`src/rtl/convseq_pkg.sv`:
```
package convseq_pkg;

    typedef enum logic [1:0] {
        CH_IDLE  = 2'd0,
        CH_TRACK = 2'd1,
        CH_CONV  = 2'd2
    } ch_state_e;

    localparam int REG_CTRL_A = 0;
    localparam int REG_CTRL_B = 1;
    localparam int REG_DIV    = 2;
    localparam int REG_RES_A  = 3;
    localparam int REG_RES_B  = 4;

    localparam int BIT_GO     = 0;
    localparam int BIT_FLAG   = 1;
    localparam int BIT_TRACK  = 2;
    localparam int BIT_IE     = 3;
    localparam int BIT_MODE   = 4;
    localparam int BIT_DIFF   = 6;

    localparam int SRC_SW     = 0;
    localparam int SRC_TMR2   = 1;
    localparam int SRC_TMR3   = 2;
    localparam int SRC_PIN    = 3;
    localparam int SRC_A_SW   = 4;

endpackage

```
`src/rtl/convseq_edge_sync.sv`:
```
module convseq_edge_sync #(
    parameter int STAGES = 2
) (
    input  logic clk,
    input  logic rst_n,
    input  logic pin,
    output logic rise
);
    typedef struct packed {
        logic [STAGES-1:0] sh;
        logic              prev;
    } sync_t;

    sync_t s_d, s_q;

    always_comb begin
        s_d      = s_q;
        s_d.sh   = {s_q.sh[STAGES-2:0], pin};
        s_d.prev = s_q.sh[STAGES-1];
    end

    always_ff @(posedge clk or negedge rst_n) begin
        if (!rst_n) s_q <= '0;
        else        s_q <= s_d;
    end

    assign rise = s_q.sh[STAGES-1] & ~s_q.prev;
endmodule

```
`src/rtl/convseq_clkdiv.sv`:
```
module convseq_clkdiv #(
    parameter int DIV_W = 8
) (
    input  logic             clk,
    input  logic             rst_n,
    input  logic [DIV_W-1:0] div,
    output logic             tick
);
    logic [DIV_W-1:0] cnt_d, cnt_q;

    assign tick = (cnt_q >= div);

    always_comb begin
        cnt_d = tick ? '0 : cnt_q + 1'b1;
    end

    always_ff @(posedge clk or negedge rst_n) begin
        if (!rst_n) cnt_q <= '0;
        else        cnt_q <= cnt_d;
    end
endmodule

```
`src/rtl/convseq_channel.sv`:
```
module convseq_channel
    import convseq_pkg::*;
#(
    parameter int DATA_W     = 16,
    parameter int CONV_CLKS  = 16,
    parameter int TRACK_CLKS = 18
) (
    input  logic              clk,
    input  logic              rst_n,
    input  logic              tick,
    input  logic              start,
    input  logic              track_en,
    input  logic [DATA_W-1:0] sample,
    output logic              busy,
    output logic              done,
    output logic [DATA_W-1:0] result
);
    localparam int MAX_CLKS = (CONV_CLKS > TRACK_CLKS) ? CONV_CLKS : TRACK_CLKS;
    localparam int CNT_W    = $clog2(MAX_CLKS + 1);
    localparam logic [CNT_W-1:0] LAST_CONV  = CNT_W'(CONV_CLKS - 1);
    localparam logic [CNT_W-1:0] LAST_TRACK = CNT_W'(TRACK_CLKS - 1);

    typedef struct packed {
        ch_state_e         st;
        logic [CNT_W-1:0]  cnt;
        logic [DATA_W-1:0] hold;
    } chan_t;

    chan_t c_d, c_q;

    always_comb begin
        c_d  = c_q;
        done = 1'b0;
        unique case (c_q.st)
            CH_IDLE: begin
                if (start) begin
                    c_d.cnt = '0;
                    if (track_en) begin
                        c_d.st = CH_TRACK;
                    end else begin
                        c_d.st   = CH_CONV;
                        c_d.hold = sample;
                    end
                end
            end
            CH_TRACK: begin
                if (tick) begin
                    if (c_q.cnt == LAST_TRACK) begin
                        c_d.st   = CH_CONV;
                        c_d.cnt  = '0;
                        c_d.hold = sample;
                    end else begin
                        c_d.cnt = c_q.cnt + 1'b1;
                    end
                end
            end
            CH_CONV: begin
                if (tick) begin
                    if (c_q.cnt == LAST_CONV) begin
                        c_d.st  = CH_IDLE;
                        c_d.cnt = '0;
                        done    = 1'b1;
                    end else begin
                        c_d.cnt = c_q.cnt + 1'b1;
                    end
                end
            end
            default: c_d.st = CH_IDLE;
        endcase
    end

    always_ff @(posedge clk or negedge rst_n) begin
        if (!rst_n) c_q <= '{st: CH_IDLE, cnt: '0, hold: '0};
        else        c_q <= c_d;
    end

    assign busy   = (c_q.st != CH_IDLE);
    assign result = c_q.hold;
endmodule

```
`src/rtl/dual_conv_sequencer.sv`:
```
module dual_conv_sequencer
    import convseq_pkg::*;
#(
    parameter int DATA_W      = 16,
    parameter int ADDR_W      = 3,
    parameter int DIV_W       = 8,
    parameter int CONV_CLKS   = 16,
    parameter int TRACK_CLKS  = 18,
    parameter int SYNC_STAGES = 2
) (
    input  logic              clk,
    input  logic              rst_n,
    input  logic              wr_en,
    input  logic [ADDR_W-1:0] wr_addr,
    input  logic [DATA_W-1:0] wr_data,
    input  logic [ADDR_W-1:0] rd_addr,
    output logic [DATA_W-1:0] rd_data,
    input  logic              tmr2_ovf,
    input  logic              tmr3_ovf,
    input  logic              ext_start_a,
    input  logic              ext_start_b,
    input  logic [DATA_W-1:0] ain_a,
    input  logic [DATA_W-1:0] ain_b,
    output logic              busy_a,
    output logic              busy_b,
    output logic              irq_a,
    output logic              irq_b
);
    localparam int NCH = 2;

    typedef struct packed {
        logic [1:0]        a_mode;
        logic              a_track;
        logic              a_ie;
        logic              a_diff;
        logic              a_flag;
        logic [2:0]        b_mode;
        logic              b_track;
        logic              b_ie;
        logic              b_flag;
        logic [DIV_W-1:0]  div;
        logic [DATA_W-1:0] res_a;
        logic [DATA_W-1:0] res_b;
    } regs_t;

    regs_t r_d, r_q;

    logic              conv_tick;
    logic [NCH-1:0]    pins, pin_rise;
    logic [NCH-1:0]    start_v, track_v, busy_v, done_v;
    logic [DATA_W-1:0] sample_v [NCH];
    logic [DATA_W-1:0] raw_v    [NCH];
    logic              wr_ctrl_a, wr_ctrl_b, wr_div;
    logic              go_a, go_b;
    logic              trig_a, trig_b, own_b;
    logic              flag_a_w, diff_w;
    logic [DATA_W-1:0] res_a_w;
    logic              unused_bits;

    assign pins = {ext_start_b, ext_start_a};
    assign sample_v[0] = ain_a;
    assign sample_v[1] = ain_b;

    convseq_clkdiv #(.DIV_W(DIV_W)) u_div (
        .clk  (clk),
        .rst_n(rst_n),
        .div  (r_q.div),
        .tick (conv_tick)
    );

    for (genvar g = 0; g < NCH; g++) begin : g_ch
        convseq_edge_sync #(.STAGES(SYNC_STAGES)) u_sync (
            .clk  (clk),
            .rst_n(rst_n),
            .pin  (pins[g]),
            .rise (pin_rise[g])
        );
        convseq_channel #(
            .DATA_W    (DATA_W),
            .CONV_CLKS (CONV_CLKS),
            .TRACK_CLKS(TRACK_CLKS)
        ) u_chan (
            .clk     (clk),
            .rst_n   (rst_n),
            .tick    (conv_tick),
            .start   (start_v[g]),
            .track_en(track_v[g]),
            .sample  (sample_v[g]),
            .busy    (busy_v[g]),
            .done    (done_v[g]),
            .result  (raw_v[g])
        );
    end

    // Register decode
    assign wr_ctrl_a = wr_en && (wr_addr == ADDR_W'(REG_CTRL_A));
    assign wr_ctrl_b = wr_en && (wr_addr == ADDR_W'(REG_CTRL_B));
    assign wr_div    = wr_en && (wr_addr == ADDR_W'(REG_DIV));
    assign go_a      = wr_ctrl_a && wr_data[BIT_GO];
    assign go_b      = wr_ctrl_b && wr_data[BIT_GO];

    // Start source selection, using the configuration in force before this write
    always_comb begin
        case (r_q.a_mode)
            2'(SRC_SW):   trig_a = go_a;
            2'(SRC_TMR2): trig_a = tmr2_ovf;
            2'(SRC_TMR3): trig_a = tmr3_ovf;
            default:      trig_a = pin_rise[0];
        endcase
        case (r_q.b_mode)
            3'(SRC_SW):   own_b = go_b;
            3'(SRC_TMR2): own_b = tmr2_ovf;
            3'(SRC_TMR3): own_b = tmr3_ovf;
            3'(SRC_PIN):  own_b = pin_rise[1];
            3'(SRC_A_SW): own_b = go_a;
            default:      own_b = 1'b0;
        endcase
        trig_b = r_q.a_diff ? trig_a : own_b;
    end

    assign start_v[0] = trig_a;
    assign start_v[1] = trig_b;
    assign track_v[0] = r_q.a_track && (r_q.a_mode != 2'(SRC_PIN));
    assign track_v[1] = r_q.a_diff ? track_v[0]
                                   : (r_q.b_track && (r_q.b_mode != 3'(SRC_PIN)));

    // Next-state for the register file
    always_comb begin
        r_d = r_q;
        if (wr_ctrl_a) begin
            r_d.a_mode  = wr_data[BIT_MODE +: 2];
            r_d.a_track = wr_data[BIT_TRACK];
            r_d.a_ie    = wr_data[BIT_IE];
            r_d.a_diff  = wr_data[BIT_DIFF];
            if (!wr_data[BIT_FLAG]) r_d.a_flag = 1'b0;
        end
        if (wr_ctrl_b) begin
            r_d.b_mode  = wr_data[BIT_MODE +: 3];
            r_d.b_track = wr_data[BIT_TRACK];
            r_d.b_ie    = wr_data[BIT_IE];
            if (!wr_data[BIT_FLAG]) r_d.b_flag = 1'b0;
        end
        if (wr_div) r_d.div = wr_data[DIV_W-1:0];
        if (done_v[0]) begin
            r_d.a_flag = 1'b1;
            r_d.res_a  = r_q.a_diff ? (raw_v[0] + raw_v[1]) : raw_v[0];
        end
        if (done_v[1]) begin
            r_d.b_flag = 1'b1;
            r_d.res_b  = raw_v[1];
        end
    end

    always_ff @(posedge clk or negedge rst_n) begin
        if (!rst_n) r_q <= '0;
        else        r_q <= r_d;
    end

    // Read mux
    always_comb begin
        rd_data = '0;
        case (rd_addr)
            ADDR_W'(REG_CTRL_A): begin
                rd_data[BIT_GO]       = busy_v[0];
                rd_data[BIT_FLAG]     = r_q.a_flag;
                rd_data[BIT_TRACK]    = r_q.a_track;
                rd_data[BIT_IE]       = r_q.a_ie;
                rd_data[BIT_MODE +: 2] = r_q.a_mode;
                rd_data[BIT_DIFF]     = r_q.a_diff;
            end
            ADDR_W'(REG_CTRL_B): begin
                rd_data[BIT_GO]       = busy_v[1];
                rd_data[BIT_FLAG]     = r_q.b_flag;
                rd_data[BIT_TRACK]    = r_q.b_track;
                rd_data[BIT_IE]       = r_q.b_ie;
                rd_data[BIT_MODE +: 3] = r_q.b_mode;
            end
            ADDR_W'(REG_DIV):   rd_data[DIV_W-1:0] = r_q.div;
            ADDR_W'(REG_RES_A): rd_data = r_q.res_a;
            ADDR_W'(REG_RES_B): rd_data = r_q.res_b;
            default:            rd_data = '0;
        endcase
    end

    assign busy_a = busy_v[0];
    assign busy_b = busy_v[1];
    assign irq_a  = r_q.a_flag & r_q.a_ie;
    assign irq_b  = r_q.b_flag & r_q.b_ie;

    assign flag_a_w = r_q.a_flag;
    assign diff_w   = r_q.a_diff;
    assign res_a_w  = r_q.res_a;

    assign unused_bits = ^{wr_data[DATA_W-1:DIV_W], wr_data[BIT_DIFF+1]};
endmodule

```
`config.mk`:
```
export PLATFORM = sky130hd
export DESIGN_NAME = dual_conv_sequencer
export DESIGN_NICKNAME = d
export VERILOG_FILES = /design/src/rtl/convseq_pkg.sv /design/src/rtl/convseq_edge_sync.sv /design/src/rtl/convseq_clkdiv.sv /design/src/rtl/convseq_channel.sv /design/src/rtl/dual_conv_sequencer.sv
export SDC_FILE = /design/constraint.sdc
export NUM_CORES = 1
export LEC_CHECK = 0
export BUFFER_PORTS_ARGS = -buffer_cell sky130_fd_sc_hd__buf_2
export CELL_PAD_IN_SITES_DETAIL_PLACEMENT = 1
export CELL_PAD_IN_SITES_GLOBAL_PLACEMENT = 2
export CORE_MARGIN = 1
export CORE_UTILIZATION = 40
export CTS_BUF_LIST = sky130_fd_sc_hd__clkbuf_4 sky130_fd_sc_hd__clkbuf_8 sky130_fd_sc_hd__clkbuf_16
export DETAILED_ROUTE_END_ITERATION = 6
export PLACE_DENSITY_LB_ADDON = 0.1
export SYNTH_ARGS = -nofsm -noshare
export SYNTH_HDL_FRONTEND = slang
export SYNTH_SLANG_ARGS = --single-unit
export TNS_END_PERCENT = 50
```
`constraint.sdc`:
```
create_clock -name clk -period 4.9 [get_ports clk]
set_input_delay 0.49 -clock clk [delete_from_list [all_inputs] [get_ports clk]]
set_output_delay 0.49 -clock clk [all_outputs]
set_load 0.01 [all_outputs]
```
==> results of run 1 <==
per-layer routing:
| layer | up-vias | routed length (um) | global-route usage, % |
|---|---|---|---|
| met5 | - | 0 | 0 |
| met4 | 0 | 210 | 6.520 |
| met3 | 15 | 426 | 3.627 |
| met2 | 61 | 8713 | 40.40 |
| met1 | 2411 | 7289 | 27.34 |
| li1 | 2264 | - | - |
through the flow:
step	hold slack, ps	area (um2)	util, %
6_report	236.3	7052	46.39
5_1_grt	234.0	7052	46.39
4_1_cts	223.8	7052	46.39
3_5_place_dp	341.9	6766	44.51
3_3_place_gp	332.8	6766	44.51
2_1_floorplan	194.4	6208	-
Yosys cell counts, types with 3 or more instances:
library cell	count
and2_1	4
a31oi_1	4
a22o_1	8
mux2_4	10
a21o_1	6
xnor2_1	9
ha_1	38
nand2_1	57
inv_1	38
o21ai_0	49
xor2_1	9
a32o_1	3
or3_1	3
mux2_2	48
nand3_1	11
o211ai_1	7
a21oi_1	30
dfrtp_1	112
and3_1	8
nor2b_1	7
nor3_1	8
clkbuf_1	12
nand2b_1	4
o22ai_1	6
o31ai_1	4
nor2_1	34
mux2i_1	24
nand4_1	3
nand3b_1	6
power breakdown:
part / switching [uW] / leakage [uW] / internal (uW)
Clock: 349 / 0.000139 / 379
Combinational: 556 / 0.00185 / 474
Sequential: 169 / 0.00146 / 1090
critical path: stages (launching register included):
cell and delay [ps]:
dfrtp_1 440, ha_1 320, a21oi_1 140, o21ai_0 100, a221oi_1 360, o21ai_1 440
o21ai_1 330, or3_1 840, mux2_2 430
kinds of logic (layout without fill, tap and decap cells):
logic type	after synthesis	after routing	synth area share (%)
flip-flops	112	112	45.14
XOR/XNOR	18	18	2.539
buffers and inverters	57	132	3.728
AND/OR/NAND/NOR	154	154	12.11
AO/OA/AOI/OAI	133	133	13.14
multiplexers	83	83	15.36
adder cells (fa/ha/maj)	39	39	7.981
state kept, by name, summed over array words and instances (netlist names):
name,count
r_q,34
g_ch.u_chan.result,32
res_a_w,16
g_ch.u_chan.c_q,14
u_div.cnt_q,8
g_ch.u_sync.s_d,4
g_ch.u_sync.s_q,2
diff_w,1
flag_a_w,1
path summary, 6_finish.rpt:
kind	startpoint	endpoint	slack [ps]
setup / recovery	u_div.cnt_q[2]	g_ch[1].u_chan.result[5]	1360
hold / removal	ext_start_a	g_ch[0].u_sync.s_d[2]	240
setup reg to reg	u_div.cnt_q[2]	g_ch[1].u_chan.result[5]	1360
hold reg to reg	g_ch[0].u_sync.s_d[2]	g_ch[0].u_sync.s_d[0]	360
max in group asynchronous	rst_n	g_ch[1].u_sync.s_d[2]	3520
min in group asynchronous	rst_n	g_ch[1].u_chan.c_q[16]	290
area by class of cell:
class	count	share of cell area, %
clock buffers	12	3.691
multi-input cells	427	45.01
repair buffers	78	5.784
well taps	188	3.336
inverters	39	2.076
clock inverters	3	0.3549
flip-flops and latches	112	39.74
==> metrics, run 1 <==
Mapped Avg Cell Area 10.42 um2; Via-to-Cell Ratio 5.531; pin count of the biggest net entering global routing 76; dpl hpwl 12460 um; Slew Limit Fails 0; number of port buffers 72; final worst slack 1364 ps; crit path max fanout 16; Initial Util 40.84%; Worst Hold Class primary input to flip-flop; Cell Pwr Density 427.7 nW/um2; initial DRC count 168; max-cap viol count 0; via count 4751; Rows 45; final setup violation count 0; highest clock rate 282.8 MHz; Async SR Flop Fraction 100.0%; status finished, violations left; Synth Instances 596; CTS sink count 112; critical path endpoint category flip-flop; IO Pins 81; setup TNS 0 ps; Synth top area share 45.14%; Top FF cell, synth dfrtp_1; Wirelength per Cell 19.37 um; RSZ-0062 raised after global routing false; Placer Congestion 0.8679; Worst EP required 5140 ps; Cells after DPL 844; clock-pin slew on the worst setup and hold paths 80 ps; Clock Skew 7.031 ps; Post-synth EDFFs 0; # hold bufs at CTS 0; H-tree levels 3; area delta synth->final 13.58%; post-CTS setup buffers 0; multi-input logic area 3174 um2; final hold vios 0; synth top area cells dfrtp_1 (45%), mux2_2 (8.7%), ha_1 (7.7%); Max clock buf depth 2; Tmin final 3536 ps; storage element area 2803 um2; Worst EP arrival 3780 ps; Post-CTS Resized 0; post-synthesis cell type count 53; hold depth 1; layout cells sized above 1 23.25%; Root Buffer clkbuf_16; R2R cell count 8; LEAKAGE 0.003448 uW; Worst Max-Slew Pin Slew 1051 ps; Skew-Pair Late Insertion Delay 360 ps; Worst setup SP type flip-flop; vias in the first global route 5130; initial antenna violation count 0; critical path type flip-flop to flip-flop; total grt overflow 0; fin crit share 72.17%; Tot Pwr 3016 uW; DRT antenna net count 0; drc violations 2; DIE AREA 16020 um2; Die Ht 126.6 um; syn_nets 696; relative slew slack 29.44%; synth warn 0; GRT Overall Usage 22.35%; most frequent cells in the layout dfrtp_1 (112), buf_2 (71), nand2_1 (57), o21ai_0 (49), mux2_2 (48); Num CTS Buffers 9; failing checks DRC; die span in x 126.6 um; Antenna diodes 0; CTS tree built; most common cell after layout, fill and taps aside dfrtp_1; Seq/Total Area, Yosys 45.14%; maximum vdd drop 0.0002267 V; first-pass GRT wire length 27570 um; synthesized area 6208 um2; first drt pass iteration count 7; pre-CTS WS 1345 ps; cell taking the most area after synthesis dfrtp_1; Core Footprint 15200 um2; fill count 1717; FF+latch count, synth 112; final wirelength 16640 um; nets 767; final non-filler cell total 859
No activity file was read; power rests on OpenSTA's default activity.
==> inputs of run 2 (changes only) <==
--- a/config.mk
+++ b/config.mk
@@ -5,11 +5,12 @@
 export SDC_FILE = /design/constraint.sdc
 export NUM_CORES = 1
 export LEC_CHECK = 0
+export ABC_AREA = 1
 export BUFFER_PORTS_ARGS = -buffer_cell sky130_fd_sc_hd__buf_2
 export CELL_PAD_IN_SITES_DETAIL_PLACEMENT = 1
 export CELL_PAD_IN_SITES_GLOBAL_PLACEMENT = 2
 export CORE_MARGIN = 1
-export CORE_UTILIZATION = 40
+export CORE_UTILIZATION = 34
 export CTS_BUF_LIST = sky130_fd_sc_hd__clkbuf_4 sky130_fd_sc_hd__clkbuf_8 sky130_fd_sc_hd__clkbuf_16
 export DETAILED_ROUTE_END_ITERATION = 6
 export PLACE_DENSITY_LB_ADDON = 0.1
==> constraint.sdc (replaced) <==
create_clock -name clk -period 3.6 [get_ports clk]
set_input_delay 0.36 -clock clk [delete_from_list [all_inputs] [get_ports clk]]
set_output_delay 0.36 -clock clk [all_outputs]
set_load 0.01 [all_outputs]
==> metrics, run 2 <==
pin count of the biggest net entering global routing 72 (was 76); top-count cell post-synth nand2_1 (was dfrtp_1); final worst slack 821.1 ps (was 1364 ps); vias in the first global route 6408 (was 5130); DIE AREA 20190 um2 (was 16020 um2); number of port buffers 72 (unchanged); layout cells sized above 1 13.57% (was 23.25%); initial DRC count 345 (was 168); Synth Area in Simple Gates 28.41% (was 12.11%); first-pass GRT wire length 34530 um (was 27570 um); clock-pin slew on the worst setup and hold paths 80 ps (about the same); most frequent cells in the layout nand2_1 (251), inv_1 (121), dfrtp_1 (112), o21ai_0 (84), buf_2 (71) (was dfrtp_1 (112), buf_2 (71), nand2_1 (57), o21ai_0 (49), mux2_2 (48)); Reg with most FFs r_q (unchanged); via count 6035 (was 4751); Mapped Avg Cell Area 7.635 um2 (was 10.42 um2); area delta synth->final 14.21% (was 13.58%); Core Footprint 18960 um2 (was 15200 um2); Num CTS Buffers 9 (unchanged); Synth top area share 42.00% (was 45.14%); max FFs per register 34 (unchanged); Final Util 40.20% (was 46.39%); fin crit share 77.19%; Worst Max-Slew Pin Slew 1023 ps (was 1051 ps); most common cell after layout, fill and taps aside nand2_1 (was dfrtp_1); Die Ht 142.1 um (was 126.6 um); Max clock buf depth 2 (unchanged); total grt overflow 0 (unchanged); Cells after DPL 1187 (was 844); initial antenna violation count 0 (unchanged); die span in x 142.1 um (was 126.6 um); Seq/Total Area, Yosys 42.00% (was 45.14%); IO Pins 81 (unchanged); synthesized area 6673 um2 (was 6208 um2); Via-to-Cell Ratio 5.017 (was 5.531); Post-CTS Resized 0 (unchanged); R2R cell count 10 (was 8); hold depth 1 (unchanged); Synth Instances 874 (was 596); Skew-Pair Late Insertion Delay 370 ps (was 360 ps); first drt pass iteration count 4 (was 7); max-cap viol count 0 (unchanged); Initial Util 35.20% (was 40.84%); synth warn 0 (unchanged); critical path endpoint category primary output (was flip-flop); Wirelength per Cell 17.46 um (was 19.37 um); CTS tree built (unchanged); syn_nets 974 (was 696); relative slew slack 31.81% (was 29.44%); Antenna diodes 0 (unchanged); Async SR Flop Fraction 100.0% (unchanged); Slew Limit Fails 0 (unchanged); Worst EP arrival 2420 ps (was 3780 ps); maximum vdd drop 0.0004365 V (was 0.0002267 V); final setup violation count 0 (unchanged); GRT Overall Usage 22.30% (was 22.35%); Post-synth EDFFs 0 (unchanged); main combinational cell family by area after synthesis simple AND/OR/NAND/NOR gates (was multiplexers); status finished clean (was finished, violations left); LEAKAGE 0.003939 uW (was 0.003448 uW); dpl hpwl 15960 um (was 12460 um); drc violations 0 (was 2); Clock Skew 13.81 ps (was 7.031 ps); Synth Area in Compound Gates 11.74% (was 13.14%); Commonest cells post-synth nand2_1 (251), inv_1 (121), dfrtp_1 (112), o21ai_0 (84), nand3_1 (53) (was dfrtp_1 (112), nand2_1 (57), o21ai_0 (49), mux2_2 (48)); FF+latch count, synth 112 (unchanged); nets 1038 (was 767); RSZ-0062 raised after global routing false (unchanged); Worst setup SP type primary input (was flip-flop); H-tree levels 3 (unchanged); # hold bufs at CTS 0 (unchanged); cell taking the most area after synthesis dfrtp_1 (unchanged); highest clock rate 359.9 MHz; setup TNS 0 ps (unchanged); Rows 50 (was 45); Worst Hold Class primary input to flip-flop (unchanged); Tot Pwr 4899 uW (was 3016 uW); post-synthesis cell type count 40 (was 53); Top FF cell, synth dfrtp_1 (unchanged); Post-Synth XOR/XNOR Area 1.181% (was 2.539%); post-CTS setup buffers 0 (unchanged); crit path max fanout 19 (was 16); Placer Congestion 0.8598 (was 0.8679); DRT antenna net count 0 (unchanged); Tmin final 2779 ps; final non-filler cell total 1203 (was 859); Cell Pwr Density 642.8 nW/um2 (was 427.7 nW/um2); final wirelength 21010 um (was 16640 um); synth top area cells dfrtp_1 (42%), nand2_1 (14%), ha_1 (7.1%) (was dfrtp_1 (45%), mux2_2 (8.7%), ha_1 (7.7%)); pre-CTS WS 821.9 ps (was 1345 ps); mux cell area share after synthesis 0% (was 15.36%); CTS sink count 112 (unchanged); final hold vios 0 (unchanged); adder-cell share of the synthesized area 7.425% (was 7.981%); Worst EP required 3240 ps (was 5140 ps); critical path type primary input to primary output (was flip-flop to flip-flop); Root Buffer clkbuf_16 (unchanged)
==> run 2: metal layers <==
layer | vias up | routed length [um] | GRT usage, %
met2 | 95 | 9752 | 36.30
met4 | 0 | 272 | 5.490
li1 | 2955 | - | -
met5 | - | 0 | 0
met3 | 18 | 784 | 3.297
met1 | 2967 | 10200 | 31.01
==> run 2: cell type report <==
class / instances / area, um2
Sequential cell: 112 / 2803
Tap cell: 260 / 325.3
Clock inverter: 6 / 115.1
Fill cell: 2359 / 11330
Inverter: 126 / 473.0
Multi-Input combinational cell: 612 / 3253
Clock buffer: 10 / 239.0
Timing Repair Buffer: 77 / 412.9
==> run 2: worst paths after layout <==
| kind | startpoint | endpoint | slack (ps) |
|---|---|---|---|
| min in group asynchronous | rst_n | r_q[37] | 150 |
| worst min register to register | g_ch[0].u_sync.s_d[2] | g_ch[0].u_sync.s_d[0] | 360 |
| worst max register to register | r_q[39] | g_ch[1].u_chan.result[3] | 940 |
| worst max-delay path | rd_addr[2] | rd_data[6] | 820 |
| worst min-delay path | ext_start_a | g_ch[0].u_sync.s_d[2] | 100 |
| max in group asynchronous | rst_n | g_ch[0].u_chan.result[6] | 2670 |
==> run 2: stage by stage <==
step           instance area [um2]  hold WS, ps
2_1_floorplan                 6673        64.41
3_3_place_gp                  7267        333.9
3_5_place_dp                  7267        337.2
4_1_cts                       7621        85.87
5_1_grt                       7621        83.81
6_report                      7621        96.41
==> run 2: report_power, final <==
group          internal [uW]  total [uW]  leakage [uW]  switching [uW]
Clock                    705        1220      0.000169             516
Sequential              1460        1690       0.00142             222
Combinational            665        1990       0.00235            1330
==> run 2: cell families (layout without fill, tap and decap cells) <==
logic type | Yosys count | in the layout
adders and majority gates | 39 | 39
DFF | 112 | 112
AOI/OAI and AO/OA | 143 | 143
xor gates and xnor gates | 9 | 9
and+or+nand+nor | 421 | 421
buffers and inverters | 150 | 219
==> run 2: critical path, stage by stage <==
cell and delay [ps]:
buf_2 240, inv_1 130, nand3_1 500, o21ai_0 650, a221oi_1 100, o21ai_0 220
buf_2 210
==> inputs of run 3 (changes only) <==
--- a/config.mk
+++ b/config.mk
@@ -5,12 +5,12 @@
 export SDC_FILE = /design/constraint.sdc
 export NUM_CORES = 1
 export LEC_CHECK = 0
-export ABC_AREA = 1
+export ABC_AREA = 0
 export BUFFER_PORTS_ARGS = -buffer_cell sky130_fd_sc_hd__buf_2
 export CELL_PAD_IN_SITES_DETAIL_PLACEMENT = 1
 export CELL_PAD_IN_SITES_GLOBAL_PLACEMENT = 2
 export CORE_MARGIN = 1
-export CORE_UTILIZATION = 34
+export CORE_UTILIZATION = 38
 export CTS_BUF_LIST = sky130_fd_sc_hd__clkbuf_4 sky130_fd_sc_hd__clkbuf_8 sky130_fd_sc_hd__clkbuf_16
 export DETAILED_ROUTE_END_ITERATION = 6
 export PLACE_DENSITY_LB_ADDON = 0.1
==> constraint.sdc (replaced) <==
create_clock -name clk -period 2.7 [get_ports clk]
set_input_delay 0.27 -clock clk [delete_from_list [all_inputs] [get_ports clk]]
set_output_delay 0.27 -clock clk [all_outputs]
set_load 0.01 [all_outputs]
==> metrics, run 3 (synthesized netlist as in run 1, its figures left out) <==
post-CTS setup buffers 0 (unchanged); Worst EP required 2940 ps (was 3240 ps); DRT antenna net count 0 (unchanged); Rows 46 (was 50); critical path's largest stage delay 400 ps (was 650 ps); most common cell after layout, fill and taps aside dfrtp_1 (was nand2_1); Tot Pwr 5863 uW (was 4899 uW); max-cap viol count 0 (unchanged); drc violations 0 (unchanged); nets 789 (was 1038); cell mode on critical path o21ai_0; max FFs per register 34 (unchanged); Worst Path Buf+Inv 1 (was 3); relative slew slack 55.63% (was 31.81%); LEAKAGE 0.003603 uW (was 0.003939 uW); critical path endpoint category flip-flop (was primary output); RSZ-0062 raised after global routing false (unchanged); CTS sink count 112 (unchanged); clock-pin slew on the worst setup and hold paths 80 ps (about the same); R2R setup slack 130 ps (was 940 ps); Initial Util 38.94% (was 35.20%); Antenna diodes 0 (unchanged); maximum vdd drop 0.0003723 V (was 0.0004365 V); Worst setup SP type flip-flop (was primary input); DIE AREA 16850 um2 (was 20190 um2); final wirelength 17060 um (was 21010 um); Wirelength per Cell 18.75 um (was 17.46 um); crit path cell chain ha_1 > inv_1 > fa_1 > nor2b_2 > o31a_1 > o21ai_0 > o21ai_0 > o41ai_1 > xor2_1 > o21ai_0 (was buf_2 > inv_1 > nand3_1 > o21ai_0 > a221oi_1 > o21ai_0 > buf_2); Via-to-Cell Ratio 5.281 (was 5.017); crit path max fanout 3 (was 19); Worst EP arrival 2820 ps (was 2420 ps); fin crit share 95.35%; Worst Max-Slew Pin Slew 658.5 ps (was 1023 ps); die span in x 129.8 um (was 142.1 um); Slew Limit Fails 0 (unchanged); CP delay by family, top compound AO/OA/AOI/OAI gates (unchanged); layout cells sized above 1 26.66% (was 13.57%); Clock Skew 7.481 ps (was 13.81 ps); FF-to-FF End res_a_w[14] (was g_ch[1].u_chan.result[3]); Cell Pwr Density 792.8 nW/um2 (was 642.8 nW/um2); critical path type flip-flop to flip-flop (was primary input to primary output); area delta synth->final 19.13% (was 14.21%); Worst Setup EP res_a_w[14] (was rd_data[6]); first-pass GRT wire length 27240 um (was 34530 um); setup TNS 0 ps (unchanged); final hold vios 13 (was 0); total grt overflow 0 (unchanged); CP Launch Point g_ch[0].u_chan.result[0] (was rd_addr[2]); Core Footprint 15940 um2 (was 18960 um2); GRT Overall Usage 21.59% (was 22.30%); IO Pins 81 (unchanged); R2R cell count 10 (unchanged); Max clock buf depth 2 (unchanged); Reg with most FFs r_q (unchanged); failing checks hold timing; Fin Hold WS -3.419 ps (was 96.41 ps); Skew-Pair Late Insertion Delay 360 ps (was 370 ps); number of port buffers 72 (unchanged); initial antenna violation count 0 (unchanged); vias in the first global route 5176 (was 6408); pin count of the biggest net entering global routing 113 (was 72); Tmin final 2574 ps; most frequent cells in the layout dfrtp_1 (112), buf_2 (71), nand2_1 (57), o21ai_0 (48), mux2_2 (48) (was nand2_1 (251), inv_1 (121), dfrtp_1 (112), o21ai_0 (84), buf_2 (71)); initial DRC count 99 (was 345); WP depth 10 (was 7); reg-to-reg startpoint g_ch[0].u_chan.result[0] (was r_q[39]); dpl hpwl 12610 um (was 15960 um); highest clock rate 388.4 MHz; Max stage delay cell, worst path dfrtp_1 (was o21ai_0); via count 4806 (was 6035); Root Buffer clkbuf_16 (unchanged); Die Ht 129.8 um (was 142.1 um); Placer Congestion 0.8423 (was 0.8598); CTS tree built (unchanged); H-tree levels 3 (unchanged); final setup violation count 0 (unchanged); first drt pass iteration count 4 (unchanged); status finished, violations left (was finished clean); Num CTS Buffers 9 (unchanged); Worst Hold Class primary input to async pin (was primary input to flip-flop)
-- run 3: cell type report --
cell class / instances / area [um2]
Tap cell: 216 / 270.3
Clock buffer: 9 / 225.2
Fill cell: 1824 / 8547
Sequential cell: 112 / 2803
Timing Repair Buffer: 100 / 625.6
Multi-Input combinational cell: 427 / 3213
Inverter: 39 / 146.4
Clock inverter: 7 / 112.6
-- run 3: worst reg2reg max path, delay by kind of cell, from the launching register on --
kind                     cells  cell delay (ps)
AND/OR/NAND/NOR              1               60
AO/OA/AOI/OAI                5             1320
XOR/XNOR                     1              190
buffers and inverters        1               70
flip-flops                   1              400
adder cells (fa/ha/maj)      2              420
-- run 3: routing by layer --
layer  vias to the layer above  track usage [%]  part of all wire, %
li1                       2292                -                    -
met1                      2430            25.61                   43
met2                        64            39.38                   53
met3                        20            4.346                  2.6
met4                         0            6.156                  1.6
met5                         -                0                    0
-- run 3: timing repair --
item	in CTS	in global routing
hold buffers	1	0
endpoints found under the setup margin	0	37
gates resized for setup	0	8
hold endpoints to repair	1	0
-- run 3: where the power goes --
part	leakage (uW)	switching (uW)	internal [uW]
clock network	0.000161	696	836
registers	0.00146	284	1970
logic	0.00198	1090	984
total	0.00360	2070	3790
-- run 3: how the worst min path moves through the flow --
| stage | start | end | depth (start not counted) |
|---|---|---|---|
| after floorplan | rst_n | diff_w | 0 |
| after global placement | g_ch[0].u_sync.s_d[2] | g_ch[0].u_sync.s_d[0] | 0 |
| after detailed placement | g_ch[1].u_sync.s_d[2] | g_ch[1].u_sync.s_d[0] | 0 |
| after CTS | ext_start_b | g_ch[1].u_sync.s_d[2] | 1 |
| after global routing | ext_start_b | g_ch[1].u_sync.s_d[2] | 1 |
| final | rst_n | g_ch[1].u_chan.c_q[17] | 2 |
-- run 3: metrics by stage --
| step | utilization [%] | worst slack (ps) | cells | hold WS [ps] | instance area [um2] |
|---|---|---|---|---|---|
| 5_1_grt | 46.39 | 3.503 | 910 | 10.27 | 7396 |
| 3_5_place_dp | 43.96 | 40.02 | 893 | 347.0 | 7009 |
| 4_1_cts | 46.15 | 3.010 | 910 | 12.82 | 7357 |
| 6_report | 46.39 | 125.6 | 910 | -3.419 | 7396 |
| 3_3_place_gp | 43.96 | 101.1 | 893 | 334.4 | 7009 |
| 2_1_floorplan | - | 166.1 | 596 | -25.59 | 6208 |
